<file path="config.mk">
export PLATFORM = sky130hd
export DESIGN_NAME = xts_stream_seq
export DESIGN_NICKNAME = d
export VERILOG_FILES = /design/src/rtl/xts_seq_pkg.sv /design/src/rtl/xts_tweak_unit.sv /design/src/rtl/xts_block_tracker.sv /design/src/rtl/xts_out_stage.sv /design/src/rtl/xts_stream_seq.sv
export SDC_FILE = /design/constraint.sdc
export NUM_CORES = 2
export LEC_CHECK = 0
export BUFFER_PORTS_ARGS = -buffer_cell sky130_fd_sc_hd__clkbuf_2
export CORE_MARGIN = 2
export CORE_UTILIZATION = 40
export CTS_CLUSTER_DIAMETER = 120
export DETAILED_ROUTE_END_ITERATION = 6
export GPL_ROUTABILITY_DRIVEN = 0
export SLEW_MARGIN = 20
export SYNTH_ARGS = -nofsm -noshare
export SYNTH_HDL_FRONTEND = slang
export SYNTH_HIERARCHICAL = 1
export SYNTH_SLANG_ARGS = --single-unit
</file>
<file path="constraint.sdc">
create_clock -name clk -period 4.45 [get_ports clk]
set_input_delay 0.6675 -clock clk [delete_from_list [all_inputs] [get_ports clk]]
set_output_delay 0.6675 -clock clk [all_outputs]
set_load 0.005 [all_outputs]
</file>
<file path="src/rtl/xts_seq_pkg.sv">
package xts_seq_pkg;
  localparam int BLK_W = 128;
  localparam int BYTES = BLK_W / 8;

  typedef enum logic [2:0] {
    ST_IDLE, ST_TWEAK, ST_READ, ST_CIPH, ST_TAIL, ST_DONE
  } seq_state_e;

  typedef enum logic [1:0] {
    PH_PLAIN, PH_STEAL_A, PH_STEAL_B
  } blk_phase_e;

  // Multiply by alpha in GF(2^128): shift up, fold the carry into the low byte.
  function automatic logic [BLK_W-1:0] gf_double(input logic [BLK_W-1:0] t);
    logic [BLK_W-1:0] r;
    r = {t[BLK_W-2:0], 1'b0};
    if (t[BLK_W-1]) r[7:0] = r[7:0] ^ 8'h87;
    return r;
  endfunction

  // All-ones over message bytes 0..m-1, zero above.
  function automatic logic [BLK_W-1:0] byte_keep_mask(input logic [3:0] m);
    logic [BLK_W-1:0] r;
    for (int j = 0; j < BYTES; j++) r[j*8 +: 8] = (j < int'(m)) ? 8'hFF : 8'h00;
    return r;
  endfunction
endpackage

</file>
<file path="src/rtl/xts_tweak_unit.sv">
module xts_tweak_unit import xts_seq_pkg::*; (
  input  logic             clk,
  input  logic             rst_n,
  input  logic             load,
  input  logic [BLK_W-1:0] load_val,
  input  logic             advance,
  output logic [BLK_W-1:0] tw_cur,
  output logic [BLK_W-1:0] tw_next
);
  assign tw_next = gf_double(tw_cur);

  always_ff @(posedge clk or negedge rst_n) begin
    if (!rst_n)       tw_cur <= '0;
    else if (load)    tw_cur <= load_val;
    else if (advance) tw_cur <= tw_next;
  end

  // the tweak is seeded once, before any block uses it
  a_r5_no_seed_and_step: assert property (@(posedge clk) disable iff (!rst_n)
    !(load && advance));
endmodule

</file>
<file path="src/rtl/xts_block_tracker.sv">
module xts_block_tracker import xts_seq_pkg::*; #(
  parameter int CNT_W = 16
) (
  input  logic             clk,
  input  logic             rst_n,
  input  logic             init,
  input  logic [CNT_W-1:0] count_in,
  input  logic             take,
  output blk_phase_e       phase_now,
  output blk_phase_e       phase_q,
  output logic             last_q,
  output logic [3:0]       rem_q
);
  localparam int FULL_W = CNT_W - 4;
  localparam int IDX_W  = CNT_W - 3;

  logic [FULL_W-1:0] nfull_q;
  logic [IDX_W-1:0]  idx_q, nfull_ext, nwords;
  logic              steal, last_now;

  assign steal     = (rem_q != 4'd0);
  assign nfull_ext = {1'b0, nfull_q};
  assign nwords    = nfull_ext + {{(IDX_W-1){1'b0}}, steal};
  assign last_now  = !steal && (idx_q == nwords - 1'b1);

  always_comb begin
    phase_now = PH_PLAIN;
    if (steal && idx_q == nfull_ext - 1'b1) phase_now = PH_STEAL_A;
    else if (steal && idx_q == nfull_ext)   phase_now = PH_STEAL_B;
  end

  always_ff @(posedge clk or negedge rst_n) begin
    if (!rst_n) begin
      nfull_q <= '0; rem_q <= '0; idx_q <= '0; phase_q <= PH_PLAIN; last_q <= 1'b0;
    end else if (init) begin
      nfull_q <= count_in[CNT_W-1:4];
      rem_q   <= count_in[3:0];
      idx_q   <= '0;
      phase_q <= PH_PLAIN;
      last_q  <= 1'b0;
    end else if (take) begin
      idx_q   <= idx_q + 1'b1;
      phase_q <= phase_now;
      last_q  <= last_now;
    end
  end

  // never read past ceil(length/16) words
  a_r4_read_in_range: assert property (@(posedge clk) disable iff (!rst_n)
    take |-> (idx_q < nwords));
endmodule

</file>
<file path="src/rtl/xts_out_stage.sv">
module xts_out_stage import xts_seq_pkg::*; (
  input  logic             clk,
  input  logic             rst_n,
  input  logic             emit,
  input  logic             emit_last,
  input  logic             mask_en,
  input  logic [3:0]       rem,
  input  logic [BLK_W-1:0] val,
  output logic [BLK_W-1:0] dout,
  output logic             dout_valid,
  output logic             finish
);
  always_ff @(posedge clk or negedge rst_n) begin
    if (!rst_n) begin
      dout <= '0; dout_valid <= 1'b0; finish <= 1'b0;
    end else begin
      dout_valid <= emit;
      finish     <= emit && emit_last;
      if (emit) dout <= mask_en ? (val & byte_keep_mask(rem)) : val;
    end
  end

  // finish marks an output word and lasts one cycle
  a_r10_finish_on_word: assert property (@(posedge clk) disable iff (!rst_n)
    finish |-> dout_valid);
  a_r10_finish_single: assert property (@(posedge clk) disable iff (!rst_n)
    finish |=> !finish);
endmodule

</file>
<file path="src/rtl/xts_stream_seq.sv">
module xts_stream_seq #(
  parameter int CNT_W = 16
) (
  input  logic          clk,
  input  logic          rst_n,
  input  logic          start,
  input  logic          decrypt,
  input  logic [127:0]  iv,
  input  logic [CNT_W-1:0] byte_count,
  output logic          rd,
  input  logic [127:0]  din,
  output logic          dout_valid,
  output logic [127:0]  dout,
  output logic          busy,
  output logic          finish,
  output logic          cph_req,
  output logic          cph_key_sel,
  output logic          cph_decrypt,
  output logic [127:0]  cph_din,
  input  logic          cph_ack,
  input  logic [127:0]  cph_dout
);
  import xts_seq_pkg::*;

  seq_state_e       state_q;
  logic             dec_q;
  logic [BLK_W-1:0] iv_q, blk_q, hold_q;
  logic [BLK_W-1:0] tw_cur, tw_next, tw_use, res, keep, merged;
  blk_phase_e       phase_now, phase_q;
  logic             last_q;
  logic [3:0]       rem_q;

  // Named events
  logic accept, tweak_done, ciph_done, use_next, emit, emit_last, in_tail;
  assign accept     = start && (state_q == ST_IDLE);
  assign tweak_done = (state_q == ST_TWEAK) && cph_ack;
  assign ciph_done  = (state_q == ST_CIPH) && cph_ack;
  assign in_tail    = (state_q == ST_TAIL);
  assign use_next   = (phase_q == PH_STEAL_A && dec_q) || (phase_q == PH_STEAL_B && !dec_q);
  assign emit       = (ciph_done && phase_q != PH_STEAL_A) || in_tail;
  assign emit_last  = (ciph_done && phase_q == PH_PLAIN && last_q) || in_tail;

  assign busy        = (state_q != ST_IDLE);
  assign rd          = (state_q == ST_READ);
  assign cph_req     = (state_q == ST_TWEAK) || (state_q == ST_CIPH);
  assign cph_key_sel = (state_q == ST_TWEAK);
  assign cph_decrypt = (state_q == ST_CIPH) && dec_q;
  assign tw_use      = use_next ? tw_next : tw_cur;
  assign cph_din     = (state_q == ST_TWEAK) ? iv_q : (blk_q ^ tw_use);
  assign res         = cph_dout ^ tw_use;
  assign keep        = byte_keep_mask(rem_q);
  assign merged      = (din & keep) | (hold_q & ~keep);

  xts_block_tracker #(.CNT_W(CNT_W)) u_track (
    .clk(clk), .rst_n(rst_n), .init(accept), .count_in(byte_count), .take(rd),
    .phase_now(phase_now), .phase_q(phase_q), .last_q(last_q), .rem_q(rem_q));

  xts_tweak_unit u_tweak (
    .clk(clk), .rst_n(rst_n), .load(tweak_done), .load_val(cph_dout),
    .advance(ciph_done && phase_q == PH_PLAIN), .tw_cur(tw_cur), .tw_next(tw_next));

  xts_out_stage u_out (
    .clk(clk), .rst_n(rst_n), .emit(emit), .emit_last(emit_last), .mask_en(in_tail),
    .rem(rem_q), .val(in_tail ? hold_q : res), .dout(dout), .dout_valid(dout_valid),
    .finish(finish));

  always_ff @(posedge clk or negedge rst_n) begin
    if (!rst_n) begin
      state_q <= ST_IDLE; dec_q <= 1'b0; iv_q <= '0; blk_q <= '0; hold_q <= '0;
    end else begin
      unique case (state_q)
        ST_IDLE: if (accept) begin
          iv_q    <= iv;
          dec_q   <= decrypt;
          state_q <= ST_TWEAK;
        end
        ST_TWEAK: if (cph_ack) state_q <= ST_READ;
        ST_READ: begin
          blk_q   <= (phase_now == PH_STEAL_B) ? merged : din;
          state_q <= ST_CIPH;
        end
        ST_CIPH: if (cph_ack) begin
          unique case (phase_q)
            PH_STEAL_A: begin hold_q <= res; state_q <= ST_READ; end
            PH_STEAL_B: state_q <= ST_TAIL;
            default:    state_q <= last_q ? ST_DONE : ST_READ;
          endcase
        end
        ST_TAIL: state_q <= ST_DONE;
        ST_DONE: state_q <= ST_IDLE;
        default: state_q <= ST_IDLE;
      endcase
    end
  end

  // accepted start raises busy next cycle
  a_r1_busy_after_start: assert property (@(posedge clk) disable iff (!rst_n)
    (start && !busy) |=> busy);
  // busy drops right after finish
  a_r10_idle_after_finish: assert property (@(posedge clk) disable iff (!rst_n)
    finish |=> !busy);
  // a pending cipher request holds its operands
  a_r13_req_held: assert property (@(posedge clk) disable iff (!rst_n)
    (cph_req && !cph_ack) |=> (cph_req && $stable(cph_din) && $stable(cph_key_sel)
                               && $stable(cph_decrypt)));
  // the first request after start targets the tweak key
  a_r3_tweak_first: assert property (@(posedge clk) disable iff (!rst_n)
    accept |=> (cph_req && cph_key_sel && !cph_decrypt));
  // reading and a cipher request never overlap
  a_r4_read_not_waiting: assert property (@(posedge clk) disable iff (!rst_n)
    rd |-> !cph_ack);
endmodule

</file>
==> results.cfg <==
[worst_setup_path]
crit_required_ns = 3.78
arrival_ns = 3.39
path_cells = inv_1, ha_1, mux2i_4, buf_4, buf_4, mux2i_1, xor2_1, o21ai_0, clkbuf_2
end_kind = output pin
slowest_stage = buf_4
startpoint = u_track/phase_q[1]$_DFFE_PN0P_
cp_max_fo = 22
reg2reg_to = blk_q[77]$_DFFE_PN0P_
crit_path_frequent_cell = buf_4
r2r-start = u_track/nfull_q[1]$_DFFE_PN0P_
criticalPathCategory = reg2out
cpPeakStageDelay_ns = 0.44
reg2reg_depth = 13
r2r_setup_slack_ns = 0.90
critPathLaunchType = register

[finish]
utilization_pct = 46.7
layout.cells.non_filler = 5294
final_cell_mix = dfrtp_1, clkbuf_2, nand2_1, mux2i_1, o21ai_0
syn_to_final_growth_pct = 15.9
final_nets = 4462
drive_gt1_share_pct = 22.7
final_common_cell = dfrtp_1

[logic_synthesis]
synth_area_leaders = dfrtp_1, mux2i_1, xor2_1
synth-edff-count = 0
yosysWarnings = 6
synth.distinct_cells = 70
ys.flop_type = dfrtp_1
synth-async-reset-ratio_pct = 100
synth_seq_cells = 678
syn_nets = 4021
syn_area_per_cell_um2 = 10.0
yosysTopAreaCellShare_pct = 47.0
synth_largest_area_cell = dfrtp_1
syn_inst = 3609
synthesis.area_mm2 = 0.0361
yosysSeqAreaShare_pct = 47.0

[sta]
slew_headroom_pct = 26.0
worst_slew_pin_slew_ns = 1.10
hold_ws_ns = 0.108
tns_ns = 0
setup_ws_ns = 0.393
setup_viol = 0
finalHoldViolations = 0
worst_clock_skew_ns = 0.0207
rsz0062_at_grt = false
fmax_mhz = 246
min_period_over_period_pct = 91.2
slew_viol_final = 0
min_period_ns = 4.06

[pwr]
power_density_mw_per_mm2 = 610
ir_worst_vdd_mv = 0.427
power_leakage_nw = 19.9

[placement]
placedCellCount = 5143
dp_hpwl_um = 76800
portBuffers = 667
pre_cts_ws_ns = 0.922

[clocking]
htree_levels = 3
cts.hold.buffers_added = 0
cts.sink_count = 678
cts_tree = done
path_clk_slew_ns = 0.06
postCtsSetupRepairBufs = 0
cts_root_buf = clkbuf_16
cts_buffer_depth = 3
clk_latency_ns = 0.64
post_cts_resized = 0
cts_buffers = 81

[route]
wl_um = 108000
dr.pass1.iters = 5
drc = 0
routed_via_density = 5.09
drt_iter0_drc = 1751
drtAntennaViolNets = 0
vias = 26960
wl_per_cell_um = 20.4

[die]
die_w_um = 304
initial_core_util_pct = 40.2
die_area_mm2 = 0.0927
core_area_mm2 = 0.0897
die_y_um = 304
ioPinCount = 668
fp-row-count = 110

[grt]
grt_pass1_wl_um = 165000
grt.overflow.total = 0
grt_max_degree = 181
grt_usage_pct = 23.0
grt_pass1_vias = 26857
antenna_found_initial = 17

[job]
maxCapViolations = 0

[status]
outcome = finished clean

[min_path]
hp-class = in2async
worst max-delay path by stage:
| stage | end | slack, ns | cells past startpoint |
|---|---|---|---|
| detailed placement | blk_q[38]$_DFFE_PN0P_ | 0.92 | 13 |
| floorplan | blk_q[94]$_DFFE_PN0P_ | 1.47 | 14 |
| finish | cph_din[32] | 0.39 | 9 |
| global placement | blk_q[105]$_DFFE_PN0P_ | 1.00 | 13 |
| global route | cph_din[32] | 0.16 | 9 |
| CTS | cph_din[32] | 0.29 | 9 |
report_power, final:
group / switching (W) / internal (W) / total, W
clock network: 0.00273 / 0.00393 / 0.00666
registers: 0.00188 / 0.00851 / 0.0104
logic: 0.00476 / 0.00373 / 0.00849
total: 0.00937 / 0.0162 / 0.0255
kinds of logic (layout without fill, tap and decap cells):
kind of cell / count (synthesis) / in the layout / synth area share [%]
other: 0 / 10 / 0
AOI/OAI and AO/OA: 765 / 765 / 11.8
buffers and inverters: 391 / 890 / 6.96
adders and majority gates: 7 / 7 / 0.242
xor gates and xnor gates: 290 / 290 / 7.03
DFF: 678 / 678 / 47.0
and+or+nand+nor: 886 / 886 / 10.1
muxes: 592 / 592 / 16.9
cell type report:
type	instances	area [um2]
antenna	10	25.0
clock buffer	116	2410
clock inverter	25	231
fill	8595	47900
inverter	35	139
multi-input combinational	2540	16700
sequential	678	17000
tap	1176	1470
timing repair buffer	714	3930
cells in the mapped netlist (84+ instances only):
library cell  count
dfrtp_1         678
nand2_1         565
mux2i_1         449
o21ai_0         421
xor2_1          272
nor2_1          227
buf_4           149
a21oi_1         133
o21ai_1         111
mux2_1           99
clkbuf_1         88
buf_2            84
critical path: cells and delay by family, from the launching register on:
family / cells / cell delay, ns
buf+inv: 4 / 1.06
mux: 2 / 0.59
flops: 1 / 0.38
xor+xnor: 1 / 0.30
fa+ha+maj: 1 / 0.27
compound gates: 1 / 0.12
flip-flops by register name, indices dropped and copies added (netlist names):
signal and cells:
u_track/last_q 1, u_out/dout_valid 1, state_q 3, u_track/idx_q 13, hold_q 128, u_track/rem_q 4
u_track/phase_q 2, u_tweak/tw_cur 128, u_out/dout 128, iv_q 128, u_out/finish 1, u_track/nfull_q 12
dec_q 1, blk_q 128
metal layers:
layer  track usage (%)  wire length, um  share of wire (%)
met1              30.3            47600                 44
met2              37.4            50700                 47
met3              5.51             6910                6.4
met4              7.09             2880                2.7
met5                 0              103              0.095
per-stage QoR:
step | total power [W] | instance area (um2)
floorplan | 0.0158 | 36100
global placement | 0.0188 | 39200
detailed placement | 0.0190 | 39200
CTS | 0.0258 | 41800
global route | 0.0273 | 41900
finish | 0.0255 | 41900
(Power assumes the default switching activity.)
